**src/rtl/mbox_pkg.sv**
```systemverilog
// Package: constants and helpers shared by the mailbox register interface.
// Assumes word-aligned offsets; only offset bits 7:2 select a register.
package mbox_pkg;

    localparam logic [31:0] MBOX_SENTINEL = 32'hFFFF_FFFF;

    // Word index (offset >> 2) of each register.
    localparam logic [5:0] WIDX_POP_HI  = 6'h23;  // 0x8C, top of pop range
    localparam logic [5:0] WIDX_POP_LO  = 6'h20;  // 0x80, bottom of pop range
    localparam logic [5:0] WIDX_PEEK    = 6'h24;  // 0x90
    localparam logic [5:0] WIDX_SENDER  = 6'h25;  // 0x94
    localparam logic [5:0] WIDX_STATUS  = 6'h26;  // 0x98
    localparam logic [5:0] WIDX_CONFIG  = 6'h27;  // 0x9C
    localparam logic [5:0] WIDX_OBSTAT  = 6'h2E;  // 0xB8

    typedef enum logic [2:0] {
        SEL_NONE,
        SEL_POP,
        SEL_PEEK,
        SEL_SENDER,
        SEL_STATUS,
        SEL_CONFIG,
        SEL_OBSTAT
    } reg_sel_e;

    // Build a status word: full flag, empty flag, 8-bit entry count.
    function automatic logic [31:0] status_word(input logic full,
                                                input logic empty,
                                                input logic [7:0] level);
        return {full, empty, 22'b0, level};
    endfunction

endpackage

```
**src/rtl/mbox_decode.sv**
```systemverilog
// Module: mbox_decode
// Turns one register request into a register select plus read/write strobes.
// Assumes: only offset bits 7:0 arrive here, and the access is word-aligned.
// Partial-width accesses produce no strobe.
module mbox_decode
    import mbox_pkg::*;
(
    input  logic       valid,
    input  logic       write,
    input  logic       full,
    input  logic [7:0] off,
    output reg_sel_e   sel,
    output logic       rd_stb,
    output logic       wr_stb
);

    logic [5:0] widx;
    assign widx = off[7:2];

    // Map the word index onto a register select.
    always_comb begin
        if (widx >= WIDX_POP_LO && widx <= WIDX_POP_HI) sel = SEL_POP;
        else if (widx == WIDX_PEEK)                      sel = SEL_PEEK;
        else if (widx == WIDX_SENDER)                    sel = SEL_SENDER;
        else if (widx == WIDX_STATUS)                    sel = SEL_STATUS;
        else if (widx == WIDX_CONFIG)                    sel = SEL_CONFIG;
        else if (widx == WIDX_OBSTAT)                    sel = SEL_OBSTAT;
        else                                             sel = SEL_NONE;
    end

    // Only full-width requests produce strobes.
    assign rd_stb = valid && full && !write;
    assign wr_stb = valid && full &&  write;

endmodule

```
**src/rtl/mbox_fifo.sv**
```systemverilog
// Module: mbox_fifo
// Ring-buffer FIFO of DEPTH words.
// - Every slot holds the sentinel after reset, and a slot is reloaded with the
//   sentinel as soon as it is popped, so the head always reads the sentinel
//   when the FIFO is empty.
// - A push while full is dropped and flagged.
// - A pop while empty does nothing and is flagged.
// Assumes 1 <= DEPTH <= 255.
module mbox_fifo
    import mbox_pkg::*;
#(
    parameter int DEPTH = 8,
    parameter int DW    = 32,
    localparam int PW   = (DEPTH > 1) ? $clog2(DEPTH) : 1,
    localparam int CW   = $clog2(DEPTH + 1)
) (
    input  logic          clk,
    input  logic          rst_n,
    input  logic          push,
    input  logic [DW-1:0] push_data,
    input  logic          pop,
    output logic [DW-1:0] head,
    output logic [CW-1:0] count,
    output logic          full,
    output logic          empty,
    output logic          ev_overflow,
    output logic          ev_underflow
);

    localparam logic [PW-1:0] LAST = PW'(DEPTH - 1);

    logic [DW-1:0] slot [DEPTH];
    logic [PW-1:0] rd_ptr, wr_ptr;
    logic          push_ok, pop_ok;

    // Advance a pointer with wrap at DEPTH-1.
    function automatic logic [PW-1:0] bump(input logic [PW-1:0] p);
        return (p == LAST) ? '0 : p + 1'b1;
    endfunction

    assign full         = (count == CW'(DEPTH));
    assign empty        = (count == '0);
    assign push_ok      = push && !full;
    assign pop_ok       = pop && !empty;
    assign ev_overflow  = push && full;
    assign ev_underflow = pop && empty;
    assign head         = slot[rd_ptr];

    // Slot storage: write on push, reload the sentinel on pop.
    always_ff @(posedge clk) begin
        if (!rst_n) begin
            for (int i = 0; i < DEPTH; i++) slot[i] <= MBOX_SENTINEL;
        end else begin
            if (pop_ok)  slot[rd_ptr] <= MBOX_SENTINEL;
            if (push_ok) slot[wr_ptr] <= push_data;
        end
    end

    // Pointer and occupancy bookkeeping.
    always_ff @(posedge clk) begin
        if (!rst_n) begin
            rd_ptr <= '0;
            wr_ptr <= '0;
            count  <= '0;
        end else begin
            if (push_ok) wr_ptr <= bump(wr_ptr);
            if (pop_ok)  rd_ptr <= bump(rd_ptr);
            count <= count + CW'(push_ok) - CW'(pop_ok);
        end
    end

endmodule

```
**src/rtl/mbox_cfg.sv**
```systemverilog
// Module: mbox_cfg
// Config register.
// - Holds the data-waiting interrupt enable and three sticky error bits.
// - Drives the pending bit from the FIFO occupancy.
// - Produces the interrupt.
// A config write clears the error bits; an error event in the same cycle still
// sets its bit.
module mbox_cfg (
    input  logic        clk,
    input  logic        rst_n,
    input  logic        cfg_wr,
    input  logic        wr_enable_bit,
    input  logic        not_empty,
    input  logic        ev_noowner,
    input  logic        ev_overflow,
    input  logic        ev_underflow,
    output logic [31:0] cfg_word,
    output logic [2:0]  err,
    output logic        irq
);

    logic irq_en;

    // Interrupt enable: only config writes touch it.
    always_ff @(posedge clk) begin
        if (!rst_n)      irq_en <= 1'b0;
        else if (cfg_wr) irq_en <= wr_enable_bit;
    end

    // Sticky errors: clear on config write, set on events (set wins).
    always_ff @(posedge clk) begin
        if (!rst_n) err <= '0;
        else        err <= (cfg_wr ? 3'b000 : err)
                           | {ev_underflow, ev_overflow, ev_noowner};
    end

    // Register layout: errors at 10:8, pending at 4, enable at 0.
    assign cfg_word = {21'b0, err, 3'b0, not_empty, 3'b0, irq_en};
    assign irq      = not_empty && irq_en;

endmodule

```
**src/rtl/mbox_regif.sv**
```systemverilog
// Module: mbox_regif (top)
// Processor-side register window of the inbound mailbox.
// - Decodes offset bits 7:0 only.
// - Pops or peeks the inbound FIFO.
// - Reports inbound and outbound status.
// - Hosts the config register.
// Read data is registered and returned one cycle after the request.
// Assumes word-aligned offsets and 1 <= DEPTH <= 255.
module mbox_regif
    import mbox_pkg::*;
#(
    parameter int DEPTH = 8,
    parameter int AW    = 10,
    localparam int CW   = $clog2(DEPTH + 1)
) (
    input  logic          clk,
    input  logic          rst_n,
    input  logic          req_valid,
    input  logic          req_write,
    input  logic          req_full,
    input  logic [AW-1:0] req_addr,
    input  logic [31:0]   req_wdata,
    output logic          rsp_valid,
    output logic [31:0]   rsp_rdata,
    input  logic          in_push,
    input  logic [31:0]   in_data,
    input  logic          in_noowner,
    output logic          in_full,
    input  logic [CW-1:0] ob_count,
    output logic          irq
);

    reg_sel_e      sel;
    logic          rd_stb, wr_stb;
    logic          pop_req, cfg_wr;
    logic [31:0]   head, cfg_word, rd_mux;
    logic [CW-1:0] in_cnt;
    logic          in_empty;
    logic          ev_over, ev_under;
    logic [2:0]    cfg_err;
    logic          unused_bits;

    assign unused_bits = ^{req_addr[AW-1:8], req_wdata[31:1]};

    mbox_decode u_dec (
        .valid  (req_valid),
        .write  (req_write),
        .full   (req_full),
        .off    (req_addr[7:0]),
        .sel    (sel),
        .rd_stb (rd_stb),
        .wr_stb (wr_stb)
    );

    assign pop_req = rd_stb && (sel == SEL_POP);
    assign cfg_wr  = wr_stb && (sel == SEL_CONFIG);

    mbox_fifo #(.DEPTH(DEPTH), .DW(32)) u_fifo (
        .clk          (clk),
        .rst_n        (rst_n),
        .push         (in_push),
        .push_data    (in_data),
        .pop          (pop_req),
        .head         (head),
        .count        (in_cnt),
        .full         (in_full),
        .empty        (in_empty),
        .ev_overflow  (ev_over),
        .ev_underflow (ev_under)
    );

    mbox_cfg u_cfg (
        .clk           (clk),
        .rst_n         (rst_n),
        .cfg_wr        (cfg_wr),
        .wr_enable_bit (req_wdata[0]),
        .not_empty     (!in_empty),
        .ev_noowner    (in_noowner),
        .ev_overflow   (ev_over),
        .ev_underflow  (ev_under),
        .cfg_word      (cfg_word),
        .err           (cfg_err),
        .irq           (irq)
    );

    // Select read data from the current (pre-access) state.
    always_comb begin
        unique case (sel)
            SEL_POP:    rd_mux = in_empty ? MBOX_SENTINEL : head;
            SEL_PEEK:   rd_mux = head;
            SEL_STATUS: rd_mux = status_word(in_full, in_empty, 8'(in_cnt));
            SEL_CONFIG: rd_mux = cfg_word;
            SEL_OBSTAT: rd_mux = status_word(ob_count >= CW'(DEPTH),
                                             ob_count == '0, 8'(ob_count));
            default:    rd_mux = 32'h0;
        endcase
    end

    // Register the read response; partial reads answer 0.
    always_ff @(posedge clk) begin
        if (!rst_n) begin
            rsp_valid <= 1'b0;
            rsp_rdata <= '0;
        end else begin
            rsp_valid <= req_valid && !req_write;
            rsp_rdata <= rd_stb ? rd_mux : 32'h0;
        end
    end

endmodule

```
**config.mk**
```make
export PLATFORM = sky130hd
export DESIGN_NAME = mbox_regif
export DESIGN_NICKNAME = d
export VERILOG_FILES = /design/src/rtl/mbox_pkg.sv /design/src/rtl/mbox_decode.sv /design/src/rtl/mbox_fifo.sv /design/src/rtl/mbox_cfg.sv /design/src/rtl/mbox_regif.sv
export SDC_FILE = /design/constraint.sdc
export NUM_CORES = 1
export LEC_CHECK = 0
export ABC_CLOCK_PERIOD_IN_PS = 6950
export BUFFER_PORTS_ARGS = -buffer_cell sky130_fd_sc_hd__buf_2
export CAP_MARGIN = 20
export CELL_PAD_IN_SITES_DETAIL_PLACEMENT = 1
export CELL_PAD_IN_SITES_GLOBAL_PLACEMENT = 1
export CORE_UTILIZATION = 35
export DETAILED_ROUTE_END_ITERATION = 16
export PLACE_DENSITY = 0.64
export SLEW_MARGIN = 25
export SYNTH_ARGS = -nofsm -noshare
export SYNTH_HDL_FRONTEND = slang
export SYNTH_HIERARCHICAL = 1
export SYNTH_SLANG_ARGS = --single-unit
```
**constraint.sdc**
```tcl
create_clock -name clk -period 6.95 [get_ports clk]
set_input_delay 0.695 -clock clk [delete_from_list [all_inputs] [get_ports clk]]
set_output_delay 0.695 -clock clk [all_outputs]
set_load 0.1 [all_outputs]
```
==> metrics.yaml <==
placed_design:
  dpl_cell_area_um2: 15100
  gp_congestion: 0.744
  dpl.hpwl_mm: 21.6
  dpl.cell_count: 1528
  port-buffer-count: 84
  place_worst_setup_slack_ns: 2.11
synthesis:
  yosysWarnings: 6
  syn_inst: 964
  netlist_area_um2: 14200
  syn_avg_cell_area_um2: 14.8
global_route:
  antenna_found_initial: 2
  grt_pass1_vias: 8717
  grt_pass1_wl_mm: 55.1
  overflow: 0
  grt_max_degree: 47
  grt_use_total_pct: 18.0
clock_tree:
  clk-insertion-delay-late_ns: 0.52
  cts_buffers: 36
  cts_tree: "built"
  hold_buffers: 0
  clk_pin_slew_ns: 0.05
  clock_path_buffers: 3
  cts_root_buffer: "clkbuf_16"
  cts.sinks: 306
  htreeDepth: 2
  cts_setup_buffers: 0
  cts_resized: 0
sta:
  final.period_utilization_pct: 57.3
  finalHoldViolCount: 0
  worst_pin_slew_ns: 1.04
  report.final.slew_viol_count: 0
  max_freq_mhz: 251
  tns_ns: 0
  setup_violations: 0
  fin_worst_skew_ns: 0.0130
  fin_ws_ns: 2.97
  fin_crit_ns: 3.98
  relSlewSlack_pct: 30.4
  rsz0062_at_grt: "false"
die:
  dieArea_um2: 41500
  die_x_um: 204
  rows: 73
  initial_core_util_pct: 35.7
  die_height_um: 204
  core_area_um2: 39900
  ios: 120
critical_path:
  critical-path-max-stage-delay_ns: 0.68
  endpoint_kind: "flop"
  path_delay_family: "simple AND/OR/NAND/NOR gates"
  crit_buf_inv: 2
  startpoint_type: "primary input"
  arrival_ns: 4.38
  crit_slowest_cell: "nor3b_1"
  required_ns: 7.35
  crit_type: "in2reg"
  path_cells: "buf_2 -> nor2b_1 -> nor4b_4 -> nand2b_1 -> nor3b_1 -> nor2b_1 -> ha_1 -> inv_1 -> ha_1 -> fa_1 -> and2_1"
  path_max_fanout: 13
finish:
  drive_above_1_share_pct: 27.8
  final_area_um2: 16300
  fillers: 4021
  final_cell_mix: "nand2b_1, edfxtp_1, buf_2"
  multi_input_area_um2: 5130
  final_common_cell: "nand2b_1"
  antenna-diode-count: 0
  seq_area_um2: 8700
  final_cells: 1590
  area_delta_synth_final_pct: 14.3
  fin_nets: 1137
pwr:
  power_density_nw_per_um2: 264
  p_leak_nw: 4.30
  totalPowerFinal_mw: 4.29
  ir_drop_v: 0.000118
drt:
  postRouteAntennaNets: 0
  drt_first_pass_iters: 5
  drc: 0
  wl_per_cell_um: 22.6
  via_per_inst: 5.05
  wirelength_mm: 36.0
  drtIter0Drc: 523
  vias: 8030
status:
  status: "completed"
worst_hold_path:
  hold_class: "in2reg"
job:
  max_cap_violations: 0
[metrics by stage]
stage	hold slack, ns	utilization [%]
global placement	0.516	37.8
CTS	0.371	40.7
floorplan	0.482	-
global route	0.381	40.8
detailed placement	0.533	37.9
finish	0.395	40.8
[layer usage]
metal / GRT usage (%) / share of wire [%] / up-vias
met5: 0 / 0.075 / -
met4: 3.84 / 1.3 / 4
met3: 2.99 / 5.4 / 38
met2: 30.6 / 49 / 207
met1: 24.0 / 45 / 4138
li1: - / - / 3643
[flip-flops by register name, indices dropped and copies added (netlist names), named ones only]
register       cells
u_fifo/count       4
rsp_valid          1
u_cfg/irq_en       1
u_fifo/rd_ptr      3
u_fifo/slot      256
u_fifo/wr_ptr      3
rsp_rdata         32
u_cfg/err          3
[power breakdown]
part	switching [mW]	leakage (nW)	internal [mW]	total, mW
clock	0.736	0.565	1.12	1.86
combinational	0.253	1.55	0.134	0.387
sequential	0.0195	2.19	2.03	2.05
[layout make-up]
type | instances | area share [%]
clock inverter | 18 | 1.18
multi-input combinational | 581 | 31.5
inverter | 11 | 0.300
tap | 525 | 4.04
clock buffer | 44 | 5.85
sequential | 306 | 53.4
timing repair buffer | 105 | 3.70
[worst register-to-register path, stage by stage, from the launching register on]
cell and delay [ns]:
dfxtp_1 0.33, inv_1 0.08, ha_1 0.19, or3b_1 0.43, inv_8 0.14, nor3_4 0.88
buf_4 0.42, nand2b_1 0.12
[path summary, 6_finish.rpt]
path                                               startpoint  cells after the start  slack, ns                               to
worst max-delay path                              req_addr[4]                     11       2.97       u_fifo/count[1]$_SDFF_PN0_
worst min-delay path                               in_noowner                      2       0.40          u_cfg/err[0]$_SDFF_PN0_
worst max register to register     u_fifo/count[2]$_SDFF_PN0_                      7       4.09  u_fifo/slot[7][3]$_SDFFCE_PN1P_
worst min register to register  u_fifo/wr_ptr[0]$_SDFFE_PN0P_                      2       0.54    u_fifo/wr_ptr[0]$_SDFFE_PN0P_
Note: power is estimated with default switching activity, not from simulation.
